$ cat src/rtl/bp_pkg.sv
package bp_pkg;

    typedef logic [1:0] bp_state_t;

    // Initial value: weakest-trust not-taken end of the chain
    localparam bp_state_t BP_INIT = 2'b10;

    typedef enum logic {
        DIR_NOT_TAKEN = 1'b0,
        DIR_TAKEN     = 1'b1
    } bp_dir_e;

    // Upper bit clear means taken
    function automatic bp_dir_e bp_guess(bp_state_t s);
        return s[1] ? DIR_NOT_TAKEN : DIR_TAKEN;
    endfunction

    // Map state onto a linear confidence level 0 (strong NT) .. 3 (strong T)
    function automatic logic [1:0] bp_level(bp_state_t s);
        return {~s[1], s[0]};
    endfunction

    function automatic bp_state_t bp_from_level(logic [1:0] lvl);
        return {~lvl[1], lvl[0]};
    endfunction

    function automatic bp_state_t bp_step(bp_state_t s, bp_dir_e dir);
        logic [1:0] lvl;
        lvl = bp_level(s);
        if (dir == DIR_TAKEN) begin
            if (lvl != 2'd3) lvl = lvl + 2'd1;
        end else begin
            if (lvl != 2'd0) lvl = lvl - 2'd1;
        end
        return bp_from_level(lvl);
    endfunction

endpackage

$ cat src/rtl/bp_history.sv
module bp_history #(
    parameter int HIST_BITS = 2,
    localparam int HW = (HIST_BITS == 0) ? 1 : HIST_BITS
) (
    input  logic          clk,
    input  logic          rst,
    input  logic          shift_en,
    input  logic          shift_bit,
    output logic [HW-1:0] hist_o
);

    generate
        if (HIST_BITS == 0) begin : g_none
            assign hist_o = '0;
        end else if (HIST_BITS == 1) begin : g_one
            always_ff @(posedge clk) begin
                if (rst)           hist_o <= '0;
                else if (shift_en) hist_o <= shift_bit;
            end
        end else begin : g_multi
            always_ff @(posedge clk) begin
                if (rst)           hist_o <= '0;
                else if (shift_en) hist_o <= {hist_o[HW-2:0], shift_bit};
            end

            hist_age_chk: assert property (@(posedge clk) disable iff (rst)
                shift_en |=> hist_o[1] == $past(hist_o[0]));
        end
    endgenerate

    generate
        if (HIST_BITS > 0) begin : g_chk

            hist_newest_chk: assert property (@(posedge clk) disable iff (rst)
                shift_en |=> hist_o[0] == $past(shift_bit));

            hist_hold_chk: assert property (@(posedge clk) disable iff (rst)
                !shift_en |=> $stable(hist_o));
        end
    endgenerate

endmodule

$ cat src/rtl/bp_state_table.sv
module bp_state_table
    import bp_pkg::*;
#(
    parameter int N_SLOTS   = 4,
    parameter int HIST_BITS = 2,
    localparam int SLOT_W  = (N_SLOTS > 1) ? $clog2(N_SLOTS) : 1,
    localparam int HW      = (HIST_BITS == 0) ? 1 : HIST_BITS,
    localparam int IDX_W   = SLOT_W + HIST_BITS,
    localparam int ENTRIES = 1 << IDX_W
) (
    input  logic              clk,
    input  logic              rst,
    input  logic [HW-1:0]     hist,
    input  logic [SLOT_W-1:0] rd_slot,
    output bp_state_t         rd_state,
    input  logic              upd_en,
    input  logic [SLOT_W-1:0] upd_slot,
    input  bp_dir_e           upd_dir,
    output bp_state_t         upd_old
);

    bp_state_t [ENTRIES-1:0] tbl;
    logic [IDX_W-1:0]        rd_idx;
    logic [IDX_W-1:0]        upd_idx;

    generate
        if (HIST_BITS == 0) begin : g_idx_flat
            assign rd_idx  = rd_slot;
            assign upd_idx = upd_slot;
        end else begin : g_idx_hist
            assign rd_idx  = {rd_slot,  hist[HIST_BITS-1:0]};
            assign upd_idx = {upd_slot, hist[HIST_BITS-1:0]};
        end
    endgenerate

    assign rd_state = tbl[rd_idx];
    assign upd_old  = tbl[upd_idx];

    generate
        for (genvar e = 0; e < ENTRIES; e++) begin : g_entry
            always_ff @(posedge clk) begin
                if (rst)
                    tbl[e] <= BP_INIT;
                else if (upd_en && (upd_idx == IDX_W'(e)))
                    tbl[e] <= bp_step(tbl[e], upd_dir);
            end
        end
    endgenerate


    init_state_chk: assert property (@(posedge clk)
        rst |=> (tbl[0] == BP_INIT) && (tbl[ENTRIES-1] == BP_INIT));

    idle_table_chk: assert property (@(posedge clk) disable iff (rst)
        !upd_en |=> $stable(tbl));

    sat_taken_chk: assert property (@(posedge clk) disable iff (rst)
        upd_en && (upd_dir == DIR_TAKEN) && (upd_old == 2'b01)
        |=> tbl[$past(upd_idx)] == 2'b01);

    sat_not_taken_chk: assert property (@(posedge clk) disable iff (rst)
        upd_en && (upd_dir == DIR_NOT_TAKEN) && (upd_old == 2'b10)
        |=> tbl[$past(upd_idx)] == 2'b10);

    leave_init_chk: assert property (@(posedge clk) disable iff (rst)
        upd_en && (upd_dir == DIR_TAKEN) && (upd_old == 2'b10)
        |=> tbl[$past(upd_idx)] == 2'b11);

endmodule

$ cat src/rtl/bp_miss_counter.sv
module bp_miss_counter #(
    parameter int CNT_W = 16
) (
    input  logic             clk,
    input  logic             rst,
    input  logic             bump,
    output logic [CNT_W-1:0] count
);

    localparam logic [CNT_W-1:0] CNT_MAX = '1;

    always_ff @(posedge clk) begin
        if (rst)                          count <= '0;
        else if (bump && count != CNT_MAX) count <= count + 1'b1;
    end


    cnt_hold_chk: assert property (@(posedge clk) disable iff (rst)
        !bump |=> $stable(count));

    cnt_no_wrap_chk: assert property (@(posedge clk) disable iff (rst)
        count == CNT_MAX |=> count == CNT_MAX);

endmodule

$ cat src/rtl/hist_branch_predictor.sv
module hist_branch_predictor
    import bp_pkg::*;
#(
    parameter int N_SLOTS   = 4,
    parameter int HIST_BITS = 2,
    parameter int CNT_W     = 16,
    localparam int SLOT_W = (N_SLOTS > 1) ? $clog2(N_SLOTS) : 1,
    localparam int HW     = (HIST_BITS == 0) ? 1 : HIST_BITS
) (
    input  logic              clk,
    input  logic              rst,
    input  logic [SLOT_W-1:0] lkp_slot,
    output logic              pred_taken,
    input  logic              res_valid,
    input  logic [SLOT_W-1:0] res_slot,
    input  logic              res_taken,
    output logic [CNT_W-1:0]  miss_count
);

    logic [HW-1:0] hist;
    bp_state_t     rd_state;
    bp_state_t     upd_old;
    bp_dir_e       res_dir;
    logic          missed;

    assign res_dir = res_taken ? DIR_TAKEN : DIR_NOT_TAKEN;

    bp_history #(.HIST_BITS(HIST_BITS)) u_hist (
        .clk       (clk),
        .rst       (rst),
        .shift_en  (res_valid),
        .shift_bit (res_taken),
        .hist_o    (hist)
    );

    bp_state_table #(.N_SLOTS(N_SLOTS), .HIST_BITS(HIST_BITS)) u_tbl (
        .clk      (clk),
        .rst      (rst),
        .hist     (hist),
        .rd_slot  (lkp_slot),
        .rd_state (rd_state),
        .upd_en   (res_valid),
        .upd_slot (res_slot),
        .upd_dir  (res_dir),
        .upd_old  (upd_old)
    );

    assign pred_taken = (bp_guess(rd_state) == DIR_TAKEN);
    assign missed     = res_valid && (bp_guess(upd_old) != res_dir);

    bp_miss_counter #(.CNT_W(CNT_W)) u_miss (
        .clk   (clk),
        .rst   (rst),
        .bump  (missed),
        .count (miss_count)
    );

    // a taken outcome on a fresh-state entry is always a miss
    fresh_miss_chk: assert property (@(posedge clk) disable iff (rst)
        res_valid && res_taken && (upd_old == BP_INIT) && !(&miss_count)
        |=> miss_count == $past(miss_count) + 1'b1);
    // same-slot lookup during a resolve sees the old state
    same_cycle_chk: assert property (@(posedge clk) disable iff (rst)
        res_valid && (lkp_slot == res_slot) |-> rd_state == upd_old);

endmodule

$ cat config.mk
export PLATFORM = sky130hd
export DESIGN_NAME = hist_branch_predictor
export DESIGN_NICKNAME = d
export VERILOG_FILES = /design/src/rtl/bp_pkg.sv /design/src/rtl/bp_history.sv /design/src/rtl/bp_state_table.sv /design/src/rtl/bp_miss_counter.sv /design/src/rtl/hist_branch_predictor.sv
export SDC_FILE = /design/constraint.sdc
export NUM_CORES = 1
export LEC_CHECK = 0
export ABC_AREA = 1
export CORE_MARGIN = 10
export CORE_UTILIZATION = 58
export CTS_BUF_LIST = sky130_fd_sc_hd__clkbuf_8 sky130_fd_sc_hd__clkbuf_16
export CTS_CLUSTER_SIZE = 28
export DETAILED_ROUTE_END_ITERATION = 10
export MAX_ROUTING_LAYER = met4
export PLACE_DENSITY = 0.8
export SKIP_LAST_GASP = 1
export SLEW_MARGIN = 5
export SYNTH_ARGS = -nofsm -noshare
export SYNTH_HDL_FRONTEND = slang
export SYNTH_SLANG_ARGS = --single-unit
$ cat constraint.sdc
create_clock -name clk -period 2.1 [get_ports clk]
set_input_delay 0.63 -clock clk [delete_from_list [all_inputs] [get_ports clk]]
set_output_delay 0.63 -clock clk [all_outputs]
set_load 0.01 [all_outputs]
; Yosys cells after proc, flatten, opt, wreduce, memory -nomap -nowiden
; Index checks and enable logic that the tools add are counted.
[op_classes]
n_addsub = 33
magnitude_cmp = 2
eq_ne = 65
muxes = 87
n_bitwise = 32
reduce_logical = 51
[op_table]
columns = op, n
row1 = $mux 2, 82
row2 = $ne 4x4->1 const B, 32
row3 = $reduce_and 3->1, 16
row4 = $add 2x1->2 const B, 16
row5 = $eq 4x4->1 const B, 8
row6 = $ne 2x2->1 const B, 16
row7 = $not 1->1, 32
row8 = $reduce_bool 2->1, 16
row9 = $sub 2x1->2 const B, 16
row10 = $logic_and 1x1->1, 18
row11 = $add 16x1->16 const B, 1
row12 = $bmux 2 s4, 2
row13 = $eq 4x3->1 const B, 4
row14 = $ne 16x16->1 const B, 1
row15 = $lt 4x5->1 const B, 2
row16 = $eq 4x2->1 const B, 2
row17 = $eq 4x1->1 const B, 1
row18 = $logic_not 4->1, 1
row19 = $mux 1, 3
row20 = $ne 1x1->1, 1
[totals]
regBits = 50
in_bits = 8
output_inout_bits = 17
elab_cells = 304

; Longest topological paths before layout
; Gate-level depths: netlist of the first run.
[logic_depth]
word_depth = 7
depth_mapped = 13
mapped_depth_nobuf = 13

; Hierarchy
; A second synthesis of the first run with hierarchy kept.
[unflattened]
hier_cells = 567
hier_area_um2 = 3419.5
[modules_own_cells]
columns = mod, instances, cells_per_inst, area_each_um2, seq_area_each_um2
row1 = bp_state_table, 1, 399, 2383.5, 640.6
row2 = bp_miss_counter, 1, 149, 929.6, 320.3
row3 = bp_history, 1, 13, 83.8, 40.0
row4 = hist_branch_predictor, 1, 6, 22.5, 0.0

; Worst setup path after synthesis of the first run
; Ideal clock, no wire load.
[synth_timing]
path_kind = reg-to-reg
start = reg u_miss.count[1]
end = reg u_miss.count[2]
setup_time_ps = 70
t_arrival_ps = 1764
t_required_ps = 2030
path_slack_ps = 266
stages_incl_launch_ff = 11
n_path_buf = 1
path_cell_list = dfxtp_1 > ha_1 > nand3_2 > nor3_2 > nand3_2 > nor3_2 > nand2_2 > nand3_4 > buf_6 > nand2_1 > a21oi_1
[synth_between]
elab_chain_cells = 2
word_cells_on_any_way = 3
cone_classes = add/sub (1) / eq/ne (1) / reduce/logical (1)
[synth_rtl]
columns = item, line
row1 = from (decl), bp_miss_counter.sv:7  ; output logic [CNT_W-1:0] count
row2 = from (signal assigned), bp_miss_counter.sv:14  ; else if (bump && count != CNT_MAX) count <= count + 1'b1;
row3 = branches (longest 2 deep; another with $add 16x1->16), --
; Several ways; the timed one is not identified.
; A chain may end at the register's enable or synchronous reset.

; Final worst setup path of the first run
[layout_timing]
start = reg u_hist.hist_o[0]
end = out pred_taken
[layout_between]
elab_chain_cells = 3
[layout_rtl]
columns = item, line
row1 = from (decl), bp_history.sv:9  ; output logic [HW-1:0] hist_o
row2 = from (signal assigned), bp_history.sv:23  ; else if (shift_en) hist_o <= {hist_o[HW-2:0], shift_bit};
row3 = $bmux 2 s4, bp_state_table.sv:36  ; assign rd_state = tbl[rd_idx];
row4 = $mux 2 (implied by the code), bp_state_table.sv:36
row5 = $mux 1, bp_pkg.sv:15  ; return s[1] ? DIR_NOT_TAKEN : DIR_TAKEN;
row6 = to (decl), hist_branch_predictor.sv:13  ; output logic pred_taken,
; No other way between the ends. The select of a mux whose other input is x is not followed.

==> run summary, run 1 <==
final count of pins violating max slew = 0
Peak supply drop = 0.295 mV
Crit path max-delay family = flip-flops
largest net degree at the start of global routing = 28
Worst-path clk slew = 0.10 ns
Placement Setup Slack = -0.447 ns
outcome = complete, but fails checks
num rows = 26
Clock Tree Buf Depth = 2
Final Cell Area = 0.00388 mm^2
Slowest cell on crit path = dfxtp_4
Worst Min Path Start = u_tbl.tbl[12]
CTS tree = yes
global route total overflow = 0
Num Clock Sinks = 50
detailed placer's ending HPWL = 5960 um
Pre-antenna DRT Iters = 5
Avg WL per Cell = 13.7 um
CP cell instances = buf_6, nand2_2, o21ai_2, nand2_1, nand2_2, nand2_1, a32o_1, buf_2
reg2reg setup slack = 0.20 ns
# diodes = 0
DIE AREA = 0.00853 mm^2
fraction of post-synthesis cell area in the top cell type by area = 32.9%
Starting Density = 59.5%
reg2reg start = u_miss.count[1]
Vias = 3,414
total track usage = 20.0%
initial antenna violation count = 0
final worst setup slack = -0.0539 ns
leading area contributor after synthesis = dfxtp_1
Cell Area, Synth = 0.00304 mm^2
Area Growth Syn to Fin = 27.7%
R2R Path End = u_miss.count[8]
RSZ-0062 raised after global routing = yes
port bufs = 24
Worst setup EP type = output pin
layout cells sized above 1 = 16.5%
Final Critical Period = 2.15 ns
slew at the pin with the worst max-slew slack = 0.453 ns
CTS Buf Count = 5
FFs w/ async S/R, synth = 0%
Mean Syn Cell Area = 6.42 um^2
Worst Reg-to-Reg Cells = 9
Post-Synthesis Cells = 473
DR iter-0 viols = 380
count of maximum capacitance violations = 0
WL final = 8440 um
worst stage delay on the critical path = 0.40 ns
top cells by count, synth = nand2_1, nor2_1, a21oi_1
nets@finish = 553
kind of critical path = reg2out
highest clock rate = 464 MHz
CTS root buffer = clkbuf_8
CP Launch Type = register
CP required = 1.47 ns
vias in the first global route = 3,196
RePlAce Congestion = 0.957
core area = 0.00511 mm^2
leakage power = 0.00160 uW
post-synthesis sequential area ratio = 32.9%
Slew headroom = 69.5%
Layout Skew = 0.00659 ns
CP arrival = 1.52 ns
area of placed instances = 0.00368 mm^2
Pwr Density = 522 mW/mm^2
synth top area cells = dfxtp_1, nand2_1, a21oi_1
Final Hold Vio Count = 0
number of enable flip-flop cells after synthesis = 0
Worst-Skew Late Latency = 0.32 ns
H-tree depth = 2
failing checks = negative setup slack
Top FF cell, synth = dfxtp_1
fin util = 75.9%
#FFs+latches synth = 50
die height = 92.4 um
DRT antenna net count = 0
Endpoint, Worst Hold = u_tbl.tbl[12]
Netlist cell types = 32
count leader, synth = nand2_1
final setup vio count = 1
die width = 92.4 um
hold path cells = 2
synth warn = 0
post-DR vias/cell = 5.55
Bufs and invs on worst path = 2
Tcrit/Tclk final = 103%
worst-path maximum fanout = 4
first-pass GRT wire length = 14,100 um
post-route DRC violation count = 0
Hold Crit Class = reg2reg
Syn Nets = 482
IO Count = 25
total power = 2030 uW
worst max-delay path by stage:
stage                startpoint  depth (start not counted)  slack (ns)         endpoint
6_report       u_hist.hist_o[0]                          8       -0.05       pred_taken
5_1_grt        u_hist.hist_o[0]                          8       -0.15       pred_taken
4_1_cts        u_hist.hist_o[0]                          8       -0.05       pred_taken
3_5_place_dp        lkp_slot[0]                          5       -0.45       pred_taken
3_3_place_gp        lkp_slot[0]                          5       -0.44       pred_taken
2_1_floorplan   u_miss.count[1]                         10        0.27  u_miss.count[2]
cell families after synthesis:
group / count (synthesis) / synth area share, %
XOR/XNOR: 12 / 3.46
flip-flops: 50 / 32.9
AND/OR/NAND/NOR: 204 / 28.5
buffers and inverters: 73 / 9.88
AO/OA/AOI/OAI: 133 / 24.8
adder cells (fa/ha/maj): 1 / 0.412
metrics by stage:
| step | std cells | hold WS, ns | setup TNS (ns) |
|---|---|---|---|
| 2_1_floorplan | 473 | 0.464 | 0 |
| 3_3_place_gp | 605 | 0.476 | -3.39 |
| 3_5_place_dp | 605 | 0.486 | -4.66 |
| 4_1_cts | 613 | 0.502 | -0.0470 |
| 5_1_grt | 615 | 0.531 | -0.149 |
| 6_report | 615 | 0.500 | -0.0539 |
power breakdown:
part           switching, uW  internal [uW]
clock network            340            351
logic                    206            144
registers               19.2            965
total                    565           1460
cell type report:
type / instances / area [um^2]
Multi-Input combinational cell: 351 / 1780
Inverter: 57 / 216
Clock inverter: 3 / 41.3
Fill cell: 414 / 1230
Timing Repair Buffer: 79 / 677
Clock buffer: 5 / 68.8
Tap cell: 70 / 87.6
Sequential cell: 50 / 1000
placed cells by master, fill, tap and decap left out, types with 4 or more instances in the layout:
cell,netlist,layout
o211ai_1,7,7
a21oi_1,55,54
xor2_1,9,9
clkdlybuf4s50_1,0,19
o21bai_1,4,4
nand2_2,1,6
o21ai_1,25,24
inv_1,50,50
inv_2,6,6
buf_4,0,49
clkbuf_8,0,5
nor2_1,68,67
nand2_1,101,96
a211oi_1,10,10
dfxtp_1,50,49
nand3_1,8,8
nand4_1,16,16
buf_6,3,6
o21ai_0,24,24
a31oi_1,5,4
flip-flops by register name, summed over array words and instances, names as in the netlist:
signal and cells:
u_tbl.tbl 32, u_miss.count 16, u_hist.hist_o 2
worst register-to-register path, delay by kind of cell, from the launching register on:
kind                     cells  cell delay, ns
buffers and inverters        1            0.20
flip-flops                   1            0.42
AND/OR/NAND/NOR              6            0.86
adder cells (fa/ha/maj)      1            0.24
AO/OA/AOI/OAI                1            0.07
timing repair:
action                                  CTS  global route
gates cloned                              0             1
hold endpoints to repair                  0             0
buffers inserted                          0             1
pin swaps                                 3             8
endpoints found under the setup margin    1            20
resized for setup                        11            17
hold buffers                              0             0
metal layers:
| metal | track usage (%) | part of all wire (%) | vias up |
|---|---|---|---|
| li1 | - | - | 1721 |
| met3 | 4.36 | 8.0 | 24 |
| met2 | 32.5 | 47 | 158 |
| met4 | 6.94 | 2.1 | 0 |
| met5 | - | 0 | - |
| met1 | 24.0 | 43 | 1511 |
Power figures use the tool's default switching activity.
==> run 2, diff against run 1 <==
- CAP_MARGIN: unset -> 20
==> results of run 2 <==
The final DEF is identical to that of run 1; final timing and power are the same.
